File: src/rtl/bqc_pkg.sv
package bqc_pkg;
  typedef enum logic [1:0] {
    HS_REST  = 2'd0,
    HS_ACK   = 2'd1,
    HS_QUIET = 2'd2
  } hs_state_t;
endpackage

File: src/rtl/bqc_sync.sv
module bqc_sync #(
  parameter int W      = 16,
  parameter int STAGES = 2
) (
  input  logic         clk,
  input  logic         rst,
  input  logic [W-1:0] d,
  output logic [W-1:0] q
);
  logic [W-1:0] chain [STAGES];

  generate
    for (genvar s = 0; s < STAGES; s++) begin : g_stage
      always_ff @(posedge clk) begin
        if (rst) chain[s] <= '0;
        else if (s == 0) chain[s] <= d;
        else chain[s] <= chain[(s == 0) ? 0 : s - 1];
      end
    end
  endgenerate

  assign q = chain[STAGES-1];
endmodule

File: src/rtl/bqc_req_reg.sv
module bqc_req_reg #(
  parameter int LANES = 16
) (
  input  logic             clk,
  input  logic             rst,
  input  logic             accept,
  input  logic [LANES-1:0] en_bits,
  input  logic [LANES-1:0] val_bits,
  output logic [LANES-1:0] q,
  output logic [LANES-1:0] nxt
);
  assign nxt = (q & ~en_bits) | (val_bits & en_bits);

  always_ff @(posedge clk) begin
    if (rst) q <= '0;
    else if (accept) q <= nxt;
  end
endmodule

File: src/rtl/bqc_handshake.sv
module bqc_handshake
  import bqc_pkg::*;
#(
  parameter int               LANES    = 16,
  parameter logic [LANES-1:0] REQ_MASK = 16'h0001,
  parameter int               LIMIT    = 1000
) (
  input  logic             clk,
  input  logic             rst,
  input  logic             go_hs,
  input  logic             go_now,
  input  logic             go_target,
  input  logic [LANES-1:0] ack_s,
  input  logic [LANES-1:0] idle_s,
  output logic             busy,
  output logic             done,
  output logic             tmo,
  output logic             phase
);
  localparam int CW = $clog2(LIMIT + 1);
  localparam logic [CW-1:0] LAST = CW'(LIMIT - 1);

  hs_state_t      state;
  logic [CW-1:0]  cnt;
  logic           tgt;
  logic           ack_ok;
  logic           idle_ok;

  assign ack_ok  = (ack_s & REQ_MASK) == (tgt ? REQ_MASK : '0);
  assign idle_ok = (((idle_s & REQ_MASK) == REQ_MASK) == tgt);
  assign busy    = (state != HS_REST);

  always_ff @(posedge clk) begin
    if (rst) begin
      state <= HS_REST;
      cnt   <= '0;
      tgt   <= 1'b0;
      done  <= 1'b0;
      tmo   <= 1'b0;
      phase <= 1'b0;
    end else begin
      done <= 1'b0;
      tmo  <= 1'b0;
      case (state)
        HS_REST: begin
          if (go_hs) begin
            state <= HS_ACK;
            cnt   <= '0;
            tgt   <= go_target;
          end else if (go_now) begin
            done <= 1'b1;
          end
        end
        HS_ACK: begin
          if (ack_ok) begin
            state <= HS_QUIET;
            cnt   <= '0;
          end else if (cnt == LAST) begin
            state <= HS_REST;
            tmo   <= 1'b1;
            phase <= 1'b0;
          end else begin
            cnt <= cnt + 1'b1;
          end
        end
        HS_QUIET: begin
          if (idle_ok) begin
            state <= HS_REST;
            done  <= 1'b1;
          end else if (cnt == LAST) begin
            state <= HS_REST;
            tmo   <= 1'b1;
            phase <= 1'b1;
          end else begin
            cnt <= cnt + 1'b1;
          end
        end
        default: state <= HS_REST;
      endcase
    end
  end
endmodule

File: src/rtl/bus_quiesce_ctrl.sv
module bus_quiesce_ctrl #(
  parameter int               LANES       = 16,
  parameter logic [LANES-1:0] REQ_MASK    = 16'h0001,
  parameter int               CYC_PER_US  = 100,
  parameter int               TIMEOUT_US  = 10000,
  parameter int               SYNC_STAGES = 2
) (
  input  logic               clk,
  input  logic               rst,
  input  logic               wr_en,
  input  logic [2*LANES-1:0] wr_data,
  input  logic               rd_sel,
  output logic [2*LANES-1:0] rd_data,
  output logic [LANES-1:0]   idle_req_o,
  input  logic [LANES-1:0]   ack_i,
  input  logic [LANES-1:0]   idle_i,
  output logic               busy_o,
  output logic               done_o,
  output logic               timeout_o,
  output logic               err_phase_o
);
  localparam int WORD  = 2 * LANES;
  localparam int LIMIT = CYC_PER_US * TIMEOUT_US;

  logic [LANES-1:0] en_bits, val_bits, req_q, req_nxt;
  logic [LANES-1:0] ack_s, idle_s;
  logic             accept, touch;

  assign en_bits  = wr_data[WORD-1:LANES];
  assign val_bits = wr_data[LANES-1:0];
  assign accept   = wr_en & ~busy_o;
  assign touch    = |(en_bits & REQ_MASK);

  bqc_req_reg #(.LANES(LANES)) u_req (
    .clk(clk), .rst(rst), .accept(accept),
    .en_bits(en_bits), .val_bits(val_bits),
    .q(req_q), .nxt(req_nxt)
  );

  bqc_sync #(.W(LANES), .STAGES(SYNC_STAGES)) u_sync_ack (
    .clk(clk), .rst(rst), .d(ack_i), .q(ack_s)
  );

  bqc_sync #(.W(LANES), .STAGES(SYNC_STAGES)) u_sync_idle (
    .clk(clk), .rst(rst), .d(idle_i), .q(idle_s)
  );

  bqc_handshake #(.LANES(LANES), .REQ_MASK(REQ_MASK), .LIMIT(LIMIT)) u_hs (
    .clk(clk), .rst(rst),
    .go_hs(accept & touch),
    .go_now(accept & ~touch),
    .go_target(|(req_nxt & REQ_MASK)),
    .ack_s(ack_s), .idle_s(idle_s),
    .busy(busy_o), .done(done_o), .tmo(timeout_o), .phase(err_phase_o)
  );

  assign idle_req_o = req_q;

  always_ff @(posedge clk) begin
    if (rst) rd_data <= '0;
    else if (rd_sel) rd_data <= {idle_s, ack_s};
    else rd_data <= {{LANES{1'b0}}, req_q};
  end
endmodule

File: config.mk
export PLATFORM = sky130hd
export DESIGN_NAME = bus_quiesce_ctrl
export DESIGN_NICKNAME = d
export VERILOG_FILES = /design/src/rtl/bqc_pkg.sv /design/src/rtl/bqc_sync.sv /design/src/rtl/bqc_req_reg.sv /design/src/rtl/bqc_handshake.sv /design/src/rtl/bus_quiesce_ctrl.sv
export SDC_FILE = /design/constraint.sdc
export NUM_CORES = 1
export LEC_CHECK = 0
export CORE_MARGIN = 2
export CORE_UTILIZATION = 54
export DETAILED_ROUTE_END_ITERATION = 16
export DONT_BUFFER_PORTS = 1
export GPL_ROUTABILITY_DRIVEN = 0
export PLACE_DENSITY = 0.83
export SYNTH_ARGS = -nofsm -noshare
export SYNTH_HDL_FRONTEND = slang
export SYNTH_SLANG_ARGS = --single-unit
File: constraint.sdc
create_clock -name clk -period 2.15 [get_ports clk]
set_input_delay 0.3225 -clock clk [delete_from_list [all_inputs] [get_ports clk]]
set_output_delay 0.3225 -clock clk [all_outputs]
set_load 0.005 [all_outputs]
Word-level counts from Yosys, hierarchy flattened
Memory sizes are Yosys's and may differ from the RTL's.
Index checks and enable logic that the tools add are counted.
W data, S select, Z words.
{"block": "classes", "eq_ne": 10, "add_sub_neg": 1, "muxes": 32, "bitwise_logic": 14, "reduce_logical": 8}
{"operator": "$mux W16", "count": 5}
{"operator": "$mux W20", "count": 4}
{"operator": "$pmux W20 S3", "count": 1}
{"operator": "$and A16 B16 Y16", "count": 2}
{"operator": "$add A20 B1 Y20 const B", "count": 1}
{"operator": "$eq A20 B20 Y1 const B", "count": 1}
{"operator": "$eq A1 B16 Y1", "count": 1}
{"operator": "$not A16 Y16", "count": 1}
{"operator": "$or A16 B16 Y16", "count": 1}
{"operator": "$mux W1", "count": 14}
{"operator": "$mux W2", "count": 4}
{"operator": "$ne A2 B1 Y1 const B", "count": 3}
{"operator": "$pmux W1 S2", "count": 3}
{"operator": "$pmux W2 S3", "count": 1}
{"operator": "$reduce_and A5 Y1", "count": 1}
{"operator": "$ne A2 B2 Y1 const B", "count": 2}
{"operator": "$or A1 B1 Y1", "count": 4}
{"operator": "$reduce_bool A2 Y1", "count": 2}
{"operator": "$and A1 B1 Y1", "count": 3}
{"operator": "$not A1 Y1", "count": 3}
{"operator": "$reduce_and A3 Y1", "count": 1}
{"operator": "$reduce_bool A3 Y1", "count": 1}
{"operator": "$eq A2 B1 Y1 const B", "count": 1}
{"operator": "$eq A2 B2 Y1 const B", "count": 1}
{"operator": "other kinds (4)", "count": 4}
{"block": "totals", "memories": 2, "reg_bits": 74, "mem_bits_rw": 64, "elab_cells": 76}
{"memory": "u_sync_ack.chain", "words": 2, "word_bits": 16, "read_ports": 2, "rd_ports_with_merged_regs": 0, "wr": 2, "line_no": "bqc_sync.sv:10", "text": "logic [W-1:0] chain [STAGES];"}
{"memory": "u_sync_idle.chain", "words": 2, "word_bits": 16, "read_ports": 2, "rd_ports_with_merged_regs": 0, "wr": 2, "line_no": "bqc_sync.sv:10"}

Longest topological paths before layout
Gate-level depths: netlist of run 1.
{"block": "depth", "depth_word": 7, "ltp_mapped": 9, "ltp_nobuf": 7}

Cells and area by module
A second synthesis of run 1 with hierarchy kept.
{"block": "hier_totals", "cells_unflattened": 477, "area_unflattened_um2": 5037.3}
{"mod": "bqc_sync", "instances": 2, "cells_per_inst": 67, "area_each_um2": 863.3}
{"mod": "bqc_handshake", "instances": 1, "cells_per_inst": 169, "area_each_um2": 1410.1}
{"mod": "bus_quiesce_ctrl", "instances": 1, "cells_per_inst": 89, "area_each_um2": 1036.0}
{"mod": "bqc_req_reg", "instances": 1, "cells_per_inst": 85, "area_each_um2": 864.6}

Worst setup path after synthesis of run 1
Ideal clock, no wire load.
{"block": "synth_timing", "path_type": "register to register", "startpoint": "register u_hs.cnt[0]", "endpoint": "register u_hs.phase", "setup_ns": 0.070, "synth_period_minus_slack_ns": 2.215, "path_slack_ns": -0.065, "t_arrival_ns": 2.144, "n_path_buf": 1, "path_stages_with_launch": 8, "cell_sequence": "dfxtp_1 ha_1 nand2_1 or4_4 or2_1 buf_2 or4_1 a21oi_1"}
{"block": "synth_via", "elab_chain_len": 3, "elab_cells_between_ends": 4, "cone_classes": "eq/ne (3); reduce/logical (1)"}
{"element": "start: declaration", "line_no": "bqc_handshake.sv:24", "text": "logic [CW-1:0] cnt;"}
{"element": "start signal: assignment", "line_no": "bqc_handshake.sv:63", "text": "cnt <= cnt + 1'b1;"}
{"element": "start signal: assignment", "line_no": "bqc_handshake.sv:75", "text": "cnt <= cnt + 1'b1;"}
{"element": "$eq A20 B20 Y1 (*)", "line_no": "bqc_handshake.sv:58, bqc_handshake.sv:70"}
{"element": "$ne A2 B1 Y1 (no line)"}
{"element": "$reduce_and A5 Y1 (no line) (*)"}
{"element": "end signal: assignment", "line_no": "bqc_handshake.sv:40", "text": "phase <= 1'b0;"}
{"element": "end signal: assignment", "line_no": "bqc_handshake.sv:61", "text": "phase <= 1'b0;"}
{"element": "end signal: assignment", "line_no": "bqc_handshake.sv:73", "text": "phase <= 1'b1;"}
{"element": "end: declaration", "line_no": "bqc_handshake.sv:18", "text": "output logic phase"}
Every way passes the cells marked *; elsewhere a longest branch is shown, timed or not.
A chain may end at the register's enable or synchronous reset.

Final worst setup path of run 1
{"block": "layout_timing", "startpoint": "register u_hs.cnt[1]", "endpoint": "register u_hs.phase"}
Same word-level chain as after synthesis.

==> results.py, run 1 <==
metrics = {
    "clock_tree": {
        "cts_buffers": 17,
        "cts-root-buf": "clkbuf_8",
        "clk_path_buf_depth": 2,
        "clkTransAtPathRegs_ns": 0.06,
        "cts_tree": "done",
        "clock_sinks": 138,
        "clk_latency_ns": 0.51,
        "ctsHtreeMaxLevel": 4,
    },
    "placed_design": {
        "dp_hpwl_microns": 6130,
        "port_buffers": 0,
        "pre_cts_slack_ns": 0.0323,
        "placed_cells": 580,
    },
    "synthesis": {
        "synth.distinct_cells": 40,
        "yosysTopAreaCell": "dfxtp_1",
        "synthSimpleGateAreaFrac_pct": 25.3,
        "synth-xor-area-share_pct": 2.03,
        "postSynthNetCount": 554,
        "yosysMostFrequentCell": "dfxtp_1",
        "syn_area_sq_um": 4740,
        "async_flop_share_pct": 0,
        "synth_fa_ha_area_share_pct": 1.32,
        "ys_top_cells_by_count": "dfxtp_1 (138), nor2b_1 (66), nand2_1 (41)",
        "postSynthCellCount": 481,
        "seq_area_frac_synth_pct": 58.3,
        "synth.area.mux_share_pct": 3.38,
        "syn_area_per_cell_sq_um": 9.85,
        "synth-edff-count": 0,
        "ys.warnings.count": 0,
        "synth_area_leaders": "dfxtp_1 (58%), nor2b_1 (8.7%), mux2i_1 (3.4%), a21oi_1 (3.3%), nand2_1 (3.2%)",
        "synth_compound_area_share_pct": 7.23,
        "ys_seq_elements": 138,
        "synth_top_flop_cell": "dfxtp_1",
        "synth_top_area_share_pct": 58.3,
        "synth_top_family_by_area": "simple AND/OR/NAND/NOR gates",
    },
    "floorplan": {
        "rows": 34,
        "initial_core_util_pct": 54.9,
        "ios": 120,
        "dieHeight_microns": 97.7,
        "coreArea_sq_um": 8640,
        "die_x_microns": 97.7,
        "dieArea_sq_um": 9540,
    },
    "final_layout": {
        "synthToLayoutAreaGrowth_pct": 34.4,
        "nNetsFinal": 649,
        "seqCellArea_sq_um": 2780,
        "n_antenna_cell": 0,
        "fin_cells": 697,
        "multi_input_area_sq_um": 1890,
        "drive_gt1_share_pct": 11.0,
        "nFillCells": 533,
    },
    "setup_path": {
        "critPathMaxStageDelay_ns": 0.57,
        "crit_path_max_fanout": 3,
        "start_kind": "flip-flop",
        "critPathTopFamily": "simple AND/OR/NAND/NOR gates",
        "crit_path_top_delay_cell": "or4_4",
        "path_cells": "ha_4 > nand2_2 > or4_4 > or2_1 > or4_1 > a21oi_1",
        "crit_arrival_ns": 2.55,
        "cp.required_ns": 2.58,
        "crit_type": "flip-flop to flip-flop",
        "crit_buf_inv": 0,
        "end_kind": "flip-flop",
    },
    "sta": {
        "layout_setup_ws_ns": 0.0367,
        "slew_viol_final": 0,
        "period_share_pct": 98.3,
        "max_slew_margin_pct": 40.8,
        "finalSetupViolCount": 0,
        "tightest_slew_ns": 0.885,
        "hold_viol": 0,
        "period_needed_ns": 2.11,
        "finClkSkew_ns": 0.0117,
        "max_freq_mhz": 473,
    },
    "min_path": {
        "hp-class": "input port to flip-flop",
    },
    "route": {
        "drt_iter0_drc": 235,
        "vias": 3833,
        "drtPass1Iterations": 7,
        "postRouteWirelength_microns": 11800,
        "vias_per_cell": 5.50,
        "drtAntennaViolNets": 0,
        "wl_per_cell_microns": 17.0,
        "drc": 0,
    },
    "run_status": {
        "run_status": "complete, no violations",
    },
    "grt": {
        "grt_first_pass_wirelength_microns": 19300,
        "grt_max_degree": 104,
        "overflow": 0,
        "grt_use_total_pct": 25.3,
        "antenna_found_initial": 0,
        "grt_pass1_vias": 3982,
    },
    "power_and_ir_drop": {
        "ir_drop_mv": 0.481,
        "power.density_nw_per_um2": 905,
        "p_leak_uw": 0.00245,
    },
    "run": {
        "drv_cap": 0,
    },
}
## final cells by class
cell class	instances	area share, %
flip-flops and latches	138	43.6
clock inverters	14	2.04
repair buffers	100	15.4
multi-input cells	312	29.7
inverters	7	0.412
well taps	108	2.12
clock buffers	18	6.72
## metal layers
metal / vias up / GRT usage [%] / wire length (microns)
met4: 0 / 10.3 / 297
li1: 1814 / - / -
met5: - / 0 / 0
met1: 1793 / 31.3 / 4790
met3: 29 / 8.85 / 970
met2: 197 / 40.5 / 5790
## logic make-up after synthesis
kind of cell / count (synthesis)
AND/OR/NAND/NOR: 223
flip-flops: 138
XOR/XNOR: 11
adder cells (fa/ha/maj): 5
buffers and inverters: 31
AO/OA/AOI/OAI: 57
multiplexers: 16
## through the flow
stage               hold slack, ns  TNS, ns  instance area (sq um)  power (uW)  util [%]
global route                0.0426  -0.0821                   6370        5960      73.8
detailed placement           0.403        0                   4900        2940      56.8
floorplan                    0.406  -0.0406                   4740        2920         -
global placement             0.399        0                   4900        2930      56.8
finish                      0.0285        0                   6370        5760      73.8
CTS                        0.00322        0                   6310        5770      73.1
## what timing repair did
| item | 4_1_cts | 5_1_grt |
|---|---|---|
| buffers inserted | 0 | 1 |
| pin swaps | 0 | 2 |
| resized for setup | 1 | 15 |
| setup endpoints to repair | 1 | 25 |
| hold endpoints to repair | 107 | 0 |
| hold buffers | 83 | 0 |
| gates cloned | 0 | 1 |
## layout by cell type, fill, tap and decap left out, types with 4 or more instances in the layout
master	count
nand2_1	40
mux2i_1	16
dfxtp_2	5
nor2_1	31
or3_1	6
buf_4	14
inv_6	4
and3_1	4
and2_1	19
dfxtp_1	131
dlygate4sd3_1	82
nand4_1	9
clkbuf_16	16
or4_1	6
ha_1	4
xor2_1	9
inv_1	7
o31ai_1	6
nand3_1	28
a21oi_1	30
nor2b_1	66
## worst register-to-register path, stage by stage, from the launching register on
cell     delay, ns
dfxtp_2       0.36
ha_4          0.15
nand2_2       0.07
or4_4         0.57
or2_1         0.26
or4_1         0.48
a21oi_1       0.15
## worst paths after layout
path | from | end | slack, ns | cells past startpoint
max | u_hs.cnt[1] | u_hs.phase | 0.04 | 6
max reg2reg | u_hs.cnt[1] | u_hs.phase | 0.04 | 6
min reg2reg | u_sync_idle.chain[1][5] | rd_data[21] | 0.42 | 1
min | wr_data[16] | u_hs.done | 0.03 | 3
## power by group
group          switching [uW]  total (uW)  leakage (uW)  internal [uW]
Combinational             176         377       0.00105            201
Clock                    1190        2690      0.000267           1500
Sequential               48.9        2700       0.00113           2650
Total                    1420        5760       0.00245           4340
No activity file was read; power rests on OpenSTA's default activity.
==> run 2, diff against run 1 <==
--- a/config.mk
+++ b/config.mk
@@ -6,5 +6,5 @@
 export NUM_CORES = 1
 export LEC_CHECK = 0
-export CORE_MARGIN = 2
+export CORE_MARGIN = 5
 export CORE_UTILIZATION = 54
 export DETAILED_ROUTE_END_ITERATION = 16
==> constraint.sdc (replaced) <==
create_clock -name clk -period 2.15 [get_ports clk]
set_input_delay 0.43 -clock clk [delete_from_list [all_inputs] [get_ports clk]]
set_output_delay 0.43 -clock clk [all_outputs]
set_load 0.005 [all_outputs]
==> run 2 against run 1 <==
  * Core utilization decreased by 8.8 points
  * Critical path depth decreased by 1
  * Cell area decreased by 12%
  * Non-clock buffer count decreased by 75
  * Combinational power decreased by 32%
  * Setup slack improved by 0.041 ns
  * Sequential share of layout area increased by 5.8 points
  * Worst hold slack improved by 0.022 ns
  * Via count decreased by 12%
  * Maximum frequency increased by 2.0%
  * Cell count decreased by 11%
  * Global-route usage decreased by 7.2 points
  * Critical endpoint unchanged
==> results.py, run 2 (synthesis results as in run 1) <==
metrics = {
    "clock_tree": {
        "clkTransAtPathRegs_ns": 0.06,
        "ctsHtreeMaxLevel": 4,
        "clock_sinks": 138,
        "cts_tree": "done",
        "clk_path_buf_depth": 2,
        "cts_buffers": 17,
        "clk_latency_ns": 0.51,
        "cts-root-buf": "clkbuf_8",
    },
    "placed_design": {
        "port_buffers": 0,
        "post_dp_cell_area_sq_um": 4930,
        "dp_hpwl_microns": 6560,
        "placed_cells": 584,
    },
    "sta": {
        "hold_ws_ns": 0.0504,
        "tns_ns": 0,
        "period_share_pct": 96.4,
        "hold_viol": 0,
        "period_needed_ns": 2.07,
        "tightest_slew_ns": 0.931,
        "finalSetupViolCount": 0,
        "max_freq_mhz": 483,
        "finClkSkew_ns": 0.0140,
        "slew_viol_final": 0,
        "rsz0062_at_grt": "false",
        "max_slew_margin_pct": 37.7,
    },
    "setup_path": {
        "start_kind": "flip-flop",
        "cp.required_ns": 2.59,
        "end_kind": "flip-flop",
        "crit_arrival_ns": 2.51,
        "crit_path_max_fanout": 4,
        "crit_type": "flip-flop to flip-flop",
    },
    "final_layout": {
        "nNetsFinal": 574,
        "layout_commonest_cell": "dfxtp_1",
        "fin_cells": 622,
        "synthToLayoutAreaGrowth_pct": 18.3,
        "drive_gt1_share_pct": 12.9,
        "finish.instance_area_sq_um": 5610,
        "fin_util_pct": 65.0,
        "nFillCells": 655,
        "final_cell_mix": "dfxtp_1 (132), nor2b_1 (66), nand2_1 (40)",
    },
    "floorplan": {
        "die_x_microns": 104,
        "rows": 34,
        "dieArea_sq_um": 10800,
        "dieHeight_microns": 104,
        "initial_core_util_pct": 54.9,
        "ios": 120,
        "coreArea_sq_um": 8640,
    },
    "power_and_ir_drop": {
        "p_leak_uw": 0.00216,
        "ir_drop_mv": 0.652,
        "power.density_nw_per_um2": 1020,
    },
    "route": {
        "wl_per_cell_microns": 15.9,
        "vias": 3371,
        "vias_per_cell": 5.42,
        "drc": 0,
        "drt_iter0_drc": 101,
        "drtPass1Iterations": 4,
        "drtAntennaViolNets": 0,
        "postRouteWirelength_microns": 9890,
    },
    "grt": {
        "grt_max_degree": 84,
        "antenna_found_initial": 1,
        "overflow": 0,
        "grt_use_total_pct": 18.1,
        "grt_pass1_vias": 3341,
        "grt_first_pass_wirelength_microns": 16100,
    },
    "run": {
        "drv_cap": 0,
    },
    "min_path": {
        "hp-class": "input port to flip-flop",
    },
    "run_status": {
        "run_status": "complete, no violations",
    },
}
-- run 2: cell count changes in the layout (fill, tap and decap cells not counted), sizes merged --
cell | before | now
dlygate4sd3 | 82 | 2
buf | 18 | 23
inv | 14 | 12
diode | 0 | 1
bufinv | 0 | 2
clkinv | 4 | 1
clkbuf | 18 | 20
-- run 2: per-layer routing --
metal  track usage, %  up-vias  share of wire, %
met2             28.1      151                47
met1             22.8     1547                41
li1                 -     1657                 -
met5                0        -                 0
met4             6.75        0               1.7
met3             7.21       16               9.8
-- run 2: what timing repair did --
item,CTS,global route
endpoints found under the setup margin,6,11
endpoints found under the hold margin,83,1
buffers inserted,0,3
pin swaps,0,2
gates resized for setup,4,8
gates cloned,0,0
hold buffers,2,1
-- run 2: report_power, final --
group	internal (uW)	total (uW)	switching, uW	leakage, uW
sequential	2650	2690	43.6	0.00113
combinational	114	255	141	0.000756
clock	1690	2760	1070	0.000269
total	4460	5710	1250	0.00216
-- run 2: area by class of cell --
cell class / count / area, sq um / share of cell area (%)
multi-input combinational: 312 / 1890 / 33.7
antenna: 1 / 2.50 / 0.0446
tap: 108 / 135 / 2.41
clock buffer: 20 / 435 / 7.76
sequential: 138 / 2770 / 49.4
clock inverter: 11 / 135 / 2.41
inverter: 7 / 26.3 / 0.468
timing repair buffer: 25 / 213 / 3.79
-- run 2: worst max-delay path, stage by stage (launching register included) --
cell and delay [ns]:
dfxtp_2 0.34, or3b_1 0.36, or4_4 0.44, or2_1 0.25, or4_1 0.47, a21oi_1 0.14
-- run 2: path summary, 6_finish.rpt --
check,start,endpoint,slack (ns),cells after the start
max reg2reg,u_hs.cnt[19],u_hs.phase,0.08,5
min reg2reg,u_sync_idle.chain[1][13],rd_data[29],0.42,1
max,u_hs.cnt[19],u_hs.phase,0.08,5
min,ack_i[7],u_sync_ack.chain[0][7],0.05,1
-- run 2: metrics by stage --
stage | total power, uW | setup WS, ns
global placement | 2940 | 0.0604
CTS | 5770 | 0.0257
floorplan | 2920 | -0.0406
detailed placement | 2950 | -0.0125
global route | 5940 | 0.00985
finish | 5710 | 0.0777
